File: src/rtl/redun_pkg.sv
package redun_pkg;
  typedef enum logic {
    ENUM_IDLE = 1'b0,
    ENUM_RUN  = 1'b1
  } enum_state_e;

  localparam int PHASES = 3;
endpackage

File: src/rtl/phase_extrema.sv
module phase_extrema #(
  parameter int LEVELS = 6,
  parameter int LW     = $clog2(LEVELS),
  parameter int PHASES = 3
) (
  input  logic [PHASES*LW-1:0] lvl_flat,
  output logic [LW-1:0]        hi,
  output logic [LW-1:0]        lo,
  output logic                 in_range,
  output logic                 all_equal
);
  localparam logic [LW:0] TOP_LVL = (LW+1)'(LEVELS - 1);

  always_comb begin
    hi        = '0;
    lo        = '1;
    in_range  = 1'b1;
    all_equal = 1'b1;
    for (int p = 0; p < PHASES; p++) begin
      if (lvl_flat[p*LW +: LW] > hi) hi = lvl_flat[p*LW +: LW];
      if (lvl_flat[p*LW +: LW] < lo) lo = lvl_flat[p*LW +: LW];
      if ({1'b0, lvl_flat[p*LW +: LW]} > TOP_LVL) in_range = 1'b0;
      if (lvl_flat[p*LW +: LW] != lvl_flat[0 +: LW]) all_equal = 1'b0;
    end
  end
endmodule

File: src/rtl/offset_walker.sv
module offset_walker #(
  parameter int LEVELS = 6,
  parameter int LW     = $clog2(LEVELS),
  parameter int PHASES = 3
) (
  input  logic                 clk,
  input  logic                 rst_n,
  input  logic                 load,
  input  logic [PHASES*LW-1:0] base_in,
  input  logic [LW-1:0]        span_in,
  input  logic                 step,
  output logic [PHASES*LW-1:0] beat_flat,
  output logic                 last
);
  logic [PHASES*LW-1:0] base_q;
  logic [LW-1:0]        k_q;
  logic [LW-1:0]        lim_q;

  always_ff @(posedge clk or negedge rst_n) begin
    if (!rst_n) begin
      base_q <= '0;
      k_q    <= '0;
      lim_q  <= '0;
    end else if (load) begin
      base_q <= base_in;
      k_q    <= '0;
      lim_q  <= LW'(LEVELS - 1) - span_in;
    end else if (step) begin
      k_q <= k_q + LW'(1);
    end
  end

  for (genvar p = 0; p < PHASES; p++) begin : g_phase
    assign beat_flat[p*LW +: LW] = base_q[p*LW +: LW] + k_q;
  end

  assign last = (k_q == lim_q);


  offset_bound_chk: assert property (@(posedge clk) disable iff (!rst_n)
    k_q <= lim_q);
endmodule

File: src/rtl/redundancy_enum.sv
module redundancy_enum
  import redun_pkg::*;
#(
  parameter int LEVELS = 6,
  parameter int LW     = $clog2(LEVELS)
) (
  input  logic          clk,
  input  logic          rst_n,
  input  logic          in_valid,
  output logic          in_ready,
  input  logic [LW-1:0] in_x,
  input  logic [LW-1:0] in_y,
  input  logic [LW-1:0] in_z,
  output logic          out_valid,
  input  logic          out_ready,
  output logic [LW-1:0] out_x,
  output logic [LW-1:0] out_y,
  output logic [LW-1:0] out_z,
  output logic          out_last,
  output logic [LW-1:0] spare_cnt,
  output logic          zero_state,
  output logic          canonical,
  output logic          lvl_err
);
  localparam int FW = PHASES * LW;

  enum_state_e   state_q;
  logic [FW-1:0] in_flat;
  logic [FW-1:0] norm_flat;
  logic [FW-1:0] beat_flat;
  logic [LW-1:0] hi, lo, span;
  logic          in_range, all_equal;
  logic          accept, load, step, last;

  assign in_flat = {in_z, in_y, in_x};

  phase_extrema #(.LEVELS(LEVELS), .LW(LW), .PHASES(PHASES)) u_extrema (
    .lvl_flat (in_flat),
    .hi       (hi),
    .lo       (lo),
    .in_range (in_range),
    .all_equal(all_equal)
  );

  for (genvar p = 0; p < PHASES; p++) begin : g_norm
    assign norm_flat[p*LW +: LW] = in_flat[p*LW +: LW] - lo;
  end
  assign span = hi - lo;

  assign in_ready  = (state_q == ENUM_IDLE);
  assign out_valid = (state_q == ENUM_RUN);
  assign accept    = in_valid && in_ready;
  assign load      = accept && in_range;
  assign step      = out_valid && out_ready && !last;

  offset_walker #(.LEVELS(LEVELS), .LW(LW), .PHASES(PHASES)) u_walker (
    .clk      (clk),
    .rst_n    (rst_n),
    .load     (load),
    .base_in  (norm_flat),
    .span_in  (span),
    .step     (step),
    .beat_flat(beat_flat),
    .last     (last)
  );

  always_ff @(posedge clk or negedge rst_n) begin
    if (!rst_n) begin
      state_q <= ENUM_IDLE;
    end else begin
      case (state_q)
        ENUM_IDLE: if (load) state_q <= ENUM_RUN;
        ENUM_RUN:  if (out_ready && last) state_q <= ENUM_IDLE;
        default:   state_q <= ENUM_IDLE;
      endcase
    end
  end

  always_ff @(posedge clk or negedge rst_n) begin
    if (!rst_n) begin
      spare_cnt  <= '0;
      zero_state <= 1'b0;
      canonical  <= 1'b0;
      lvl_err    <= 1'b0;
    end else begin
      lvl_err <= accept && !in_range;
      if (load) begin
        spare_cnt  <= LW'(LEVELS - 1) - hi;
        zero_state <= all_equal;
        canonical  <= (lo == '0);
      end
    end
  end

  assign out_x    = beat_flat[0 +: LW];
  assign out_y    = beat_flat[LW +: LW];
  assign out_z    = beat_flat[2*LW +: LW];
  assign out_last = out_valid && last;


  err_no_beat_chk: assert property (@(posedge clk) disable iff (!rst_n)
    lvl_err |-> !out_valid);


  stall_hold_chk: assert property (@(posedge clk) disable iff (!rst_n)
    (out_valid && !out_ready) |=> (out_valid && $stable(out_x) &&
      $stable(out_y) && $stable(out_z) && $stable(out_last)));


  beat_step_chk: assert property (@(posedge clk) disable iff (!rst_n)
    (out_valid && out_ready && !out_last) |=>
      (out_valid && out_x == $past(out_x) + LW'(1) &&
       out_y == $past(out_y) + LW'(1) && out_z == $past(out_z) + LW'(1)));


  last_ends_chk: assert property (@(posedge clk) disable iff (!rst_n)
    (out_valid && out_ready && out_last) |=> !out_valid);


  beat_range_chk: assert property (@(posedge clk) disable iff (!rst_n)
    out_valid |-> (out_x <= LW'(LEVELS - 1) && out_y <= LW'(LEVELS - 1) &&
                   out_z <= LW'(LEVELS - 1)));


  busy_block_chk: assert property (@(posedge clk) disable iff (!rst_n)
    out_valid |-> !in_ready);
endmodule

File: config.mk
export PLATFORM = sky130hd
export DESIGN_NAME = redundancy_enum
export DESIGN_NICKNAME = d
export VERILOG_FILES = /design/src/rtl/redun_pkg.sv /design/src/rtl/phase_extrema.sv /design/src/rtl/offset_walker.sv /design/src/rtl/redundancy_enum.sv
export SDC_FILE = /design/constraint.sdc
export NUM_CORES = 1
export LEC_CHECK = 0
export ABC_AREA = 1
export BUFFER_PORTS_ARGS = -buffer_cell sky130_fd_sc_hd__buf_2
export CELL_PAD_IN_SITES_DETAIL_PLACEMENT = 1
export CELL_PAD_IN_SITES_GLOBAL_PLACEMENT = 2
export CORE_MARGIN = 4
export CORE_UTILIZATION = 30
export DETAILED_ROUTE_END_ITERATION = 10
export PLACE_DENSITY_LB_ADDON = 0.1
export SYNTH_ARGS = -nofsm -noshare
export SYNTH_HDL_FRONTEND = slang
export SYNTH_SLANG_ARGS = --single-unit
File: constraint.sdc
create_clock -name clk -period 1.4 [get_ports clk]
set_input_delay 0.21 -clock clk [delete_from_list [all_inputs] [get_ports clk]]
set_output_delay 0.21 -clock clk [all_outputs]
set_load 0.02 [all_outputs]
==> impl_metrics.yaml <==
run_status:
  status: "complete, but fails checks"
  violations: "negative setup slack"
timing:
  fin_ws_ns: -1.36
  fin_crit_sh_pct: 197
  slew_headroom_pct: 65.1
  min_period_ns: 2.76
  fmax_mhz: 363
  fin_skew_ns: 0.00394
  setup_viol: 26
  hold_violations: 0
  drv_slew: 0
  rsz0062_at_grt: "true"
  hold_ws_ns: 0.188
  tightestPinTransition_ns: 0.523
clock_tree:
  cts.clk_slew.worst_paths_ns: 0.09
  clock_latency_ns: 0.27
  clkSinkCount: 22
  cts_buffers: 3
  clockBufferDepth: 2
  root_buffer: "clkbuf_8"
  cts_tree: "built"
  cts_htree_levels: 1
logic_synthesis:
  synth_top_area_cell: "dfrtp_1"
  syn_inst: 233
  yosys.area_share.adder_pct: 20.3
  syn_nets: 275
  syn_avg_cell_area_sq_um: 8.15
  synth_top_family_by_area: "simple AND/OR/NAND/NOR gates"
  synth_top_area_share_pct: 29.0
  yosys.area_share.simple_pct: 20.9
  yosys_register_bits: 22
  synth.distinct_cells: 32
  synth-xor-area-share_pct: 8.76
  yosysWarnings: 0
  synth.area.mux_share_pct: 0
  ys_top_cells_by_area: "dfrtp_1 (29%), ha_1 (17%), nand2_1 (9.9%)"
  synth_compound_area_share_pct: 10.9
  ys_seq_area_share_pct: 29.0
  syn-cell-area_sq_um: 1900
floorplanning:
  coreArea_sq_um: 6030
  die_y_microns: 87.6
  pin_count: 31
  die_area_sq_um: 7670
  start_util_pct: 31.5
  rows: 28
  die_x_microns: 87.6
power:
  p_leak_nw: 1.60
  ir_worst_vdd_uv: 1440
  p_per_area_nw_per_um2: 1920
setup_path:
  cpPeakStageDelay_ns: 0.29
  cp_data_required_time_ns: 1.56
  critPathSlowestCell: "ha_1"
  cp_top_family: "adder cells"
  path_buf_inv: 4
  critPathKind: "input port to flip-flop"
  cp_cell_sequence: "buf_8, inv_6, ha_4, nand3b_1, nand2_2, nand2_2, nand2_2, o21ai_2, ha_1, nand2_1, o21a_1, nand2b_4, o21ai_4, inv_2, ha_4, inv_2, ha_4, xnor2_2, xor2_1, xor2_1, o21ai_1"
  cp.arrival_ns: 2.92
  worstSetupStartpointType: "input port"
  worstSetupEndpointType: "flip-flop"
  path_max_fanout: 4
grt:
  grt_pass1_vias: 1897
  grt_max_degree: 23
  grt_pass1_wl_microns: 9780
  track_usage_pct: 16.6
  grt-ovfl-total: 0
  antenna_found_initial: 0
cells_and_area:
  drive_above_1_share_pct: 59.2
  finalInstanceArea_sq_um: 3260
  antenna_cells: 0
  final_common_cell: "buf_4"
  syn_to_final_growth_pct: 71.4
  final_cell_mix: "buf_4 (53), nand2_1 (39), dfrtp_1 (21), inv_1 (20), buf_6 (20)"
  nets: 369
drt:
  finalWirelength_microns: 6140
  drt_pass1_iterations: 4
  vias: 1823
  vias_per_cell: 4.55
  drtIter0Drc: 47
  drc_errors: 0
  ant_nets: 0
  wl_per_cell_microns: 15.3
place:
  dpl_worst_slack_ns: -1.77
  dp_hpwl_microns: 4570
  postPlaceCellArea_sq_um: 2620
  portBuffers: 30
  globalplace.congestion: 0.854
hold_path:
  hold_class: "input port to flip-flop"
job:
  cap_violations: 0
-- final cells by class --
cell class | count | area (sq um)
clock buffers | 3 | 41.3
clock inverters | 1 | 30.0
fillers | 700 | 2770
inverters | 40 | 165
multi-input cells | 165 | 1570
flip-flops and latches | 22 | 552
well taps | 75 | 93.8
repair buffers | 95 | 808
-- cell families after synthesis --
group           Yosys count
buf+inv                  46
flops                    22
fa+ha+maj                29
xor+xnor                 19
simple gates             85
compound gates           32
-- worst paths after layout --
kind / startpoint / endpoint / slack, ns / depth (start not counted)
max: in_x[2] / u_walker.lim_q[2] / -1.36 / 21
min in group asynchronous: rst_n / u_walker.base_q[8] / 0.44 / 2
max in group asynchronous: rst_n / u_walker.k_q[0] / 0.57 / 2
max reg2reg: u_walker.k_q[0] / u_walker.k_q[2] / -0.09 / 8
min: in_valid / lvl_err / 0.19 / 3
min reg2reg: canonical / canonical / 0.49 / 2
-- sequential cells by signal, indices dropped and copies added, names as in the netlist --
signal,cells
canonical,1
lvl_err,1
out_valid,1
spare_cnt,3
u_walker.base_q,9
u_walker.k_q,3
u_walker.lim_q,3
zero_state,1
-- metrics by stage --
| step | util, % | power (mW) | instances | setup TNS [ns] |
|---|---|---|---|---|
| 6_report | 54.0 | 6.26 | 401 | -16.86 |
| 5_1_grt | 54.0 | 6.76 | 401 | -19.64 |
| 4_1_cts | 49.0 | 5.96 | 386 | -14.42 |
| 3_5_place_dp | 43.4 | 4.52 | 374 | -18.34 |
| 3_3_place_gp | 43.4 | 4.45 | 374 | -17.85 |
| 2_1_floorplan | - | 3.47 | 233 | -10.40 |
-- synth_stat cells (all sizes together) --
master  instances
o21a            1
o21ai          20
a21oi           7
nand3b          2
dfrtp          22
nand3          14
clkbuf          2
a211oi          1
ha             26
nor3            2
o211ai          2
xor2           11
nor2           10
nand2b          1
fa              3
o31ai           1
nand4           2
xnor2           8
inv            40
buf             4
nand2          54
-- worst min-delay path, cell delays in order --
cell     delay (ns)
buf_2          0.09
nand3_1        0.07
inv_1          0.06
-- repair_timing --
item,CTS,global route
endpoints found under the setup margin,28,29
pin swaps,28,27
hold buffers,1,0
hold endpoints to repair,22,0
gates cloned,0,0
gates resized for setup,51,46
buffers inserted,7,16
-- power by group --
group	leakage [nW]	switching, mW	internal, mW	total, mW
combinational	1.29	2.18	2.28	4.45
sequential	0.271	0.261	0.920	1.18
clock	0.0357	0.239	0.382	0.622
total	1.60	2.68	3.58	6.26
-- routing by layer --
metal | track usage, % | wire length (microns)
met1 | 21.7 | 2850
met2 | 29.5 | 3170
met3 | 1.98 | 94
met4 | 2.93 | 29
met5 | 0 | 0
Power figures use the tool's default switching activity.
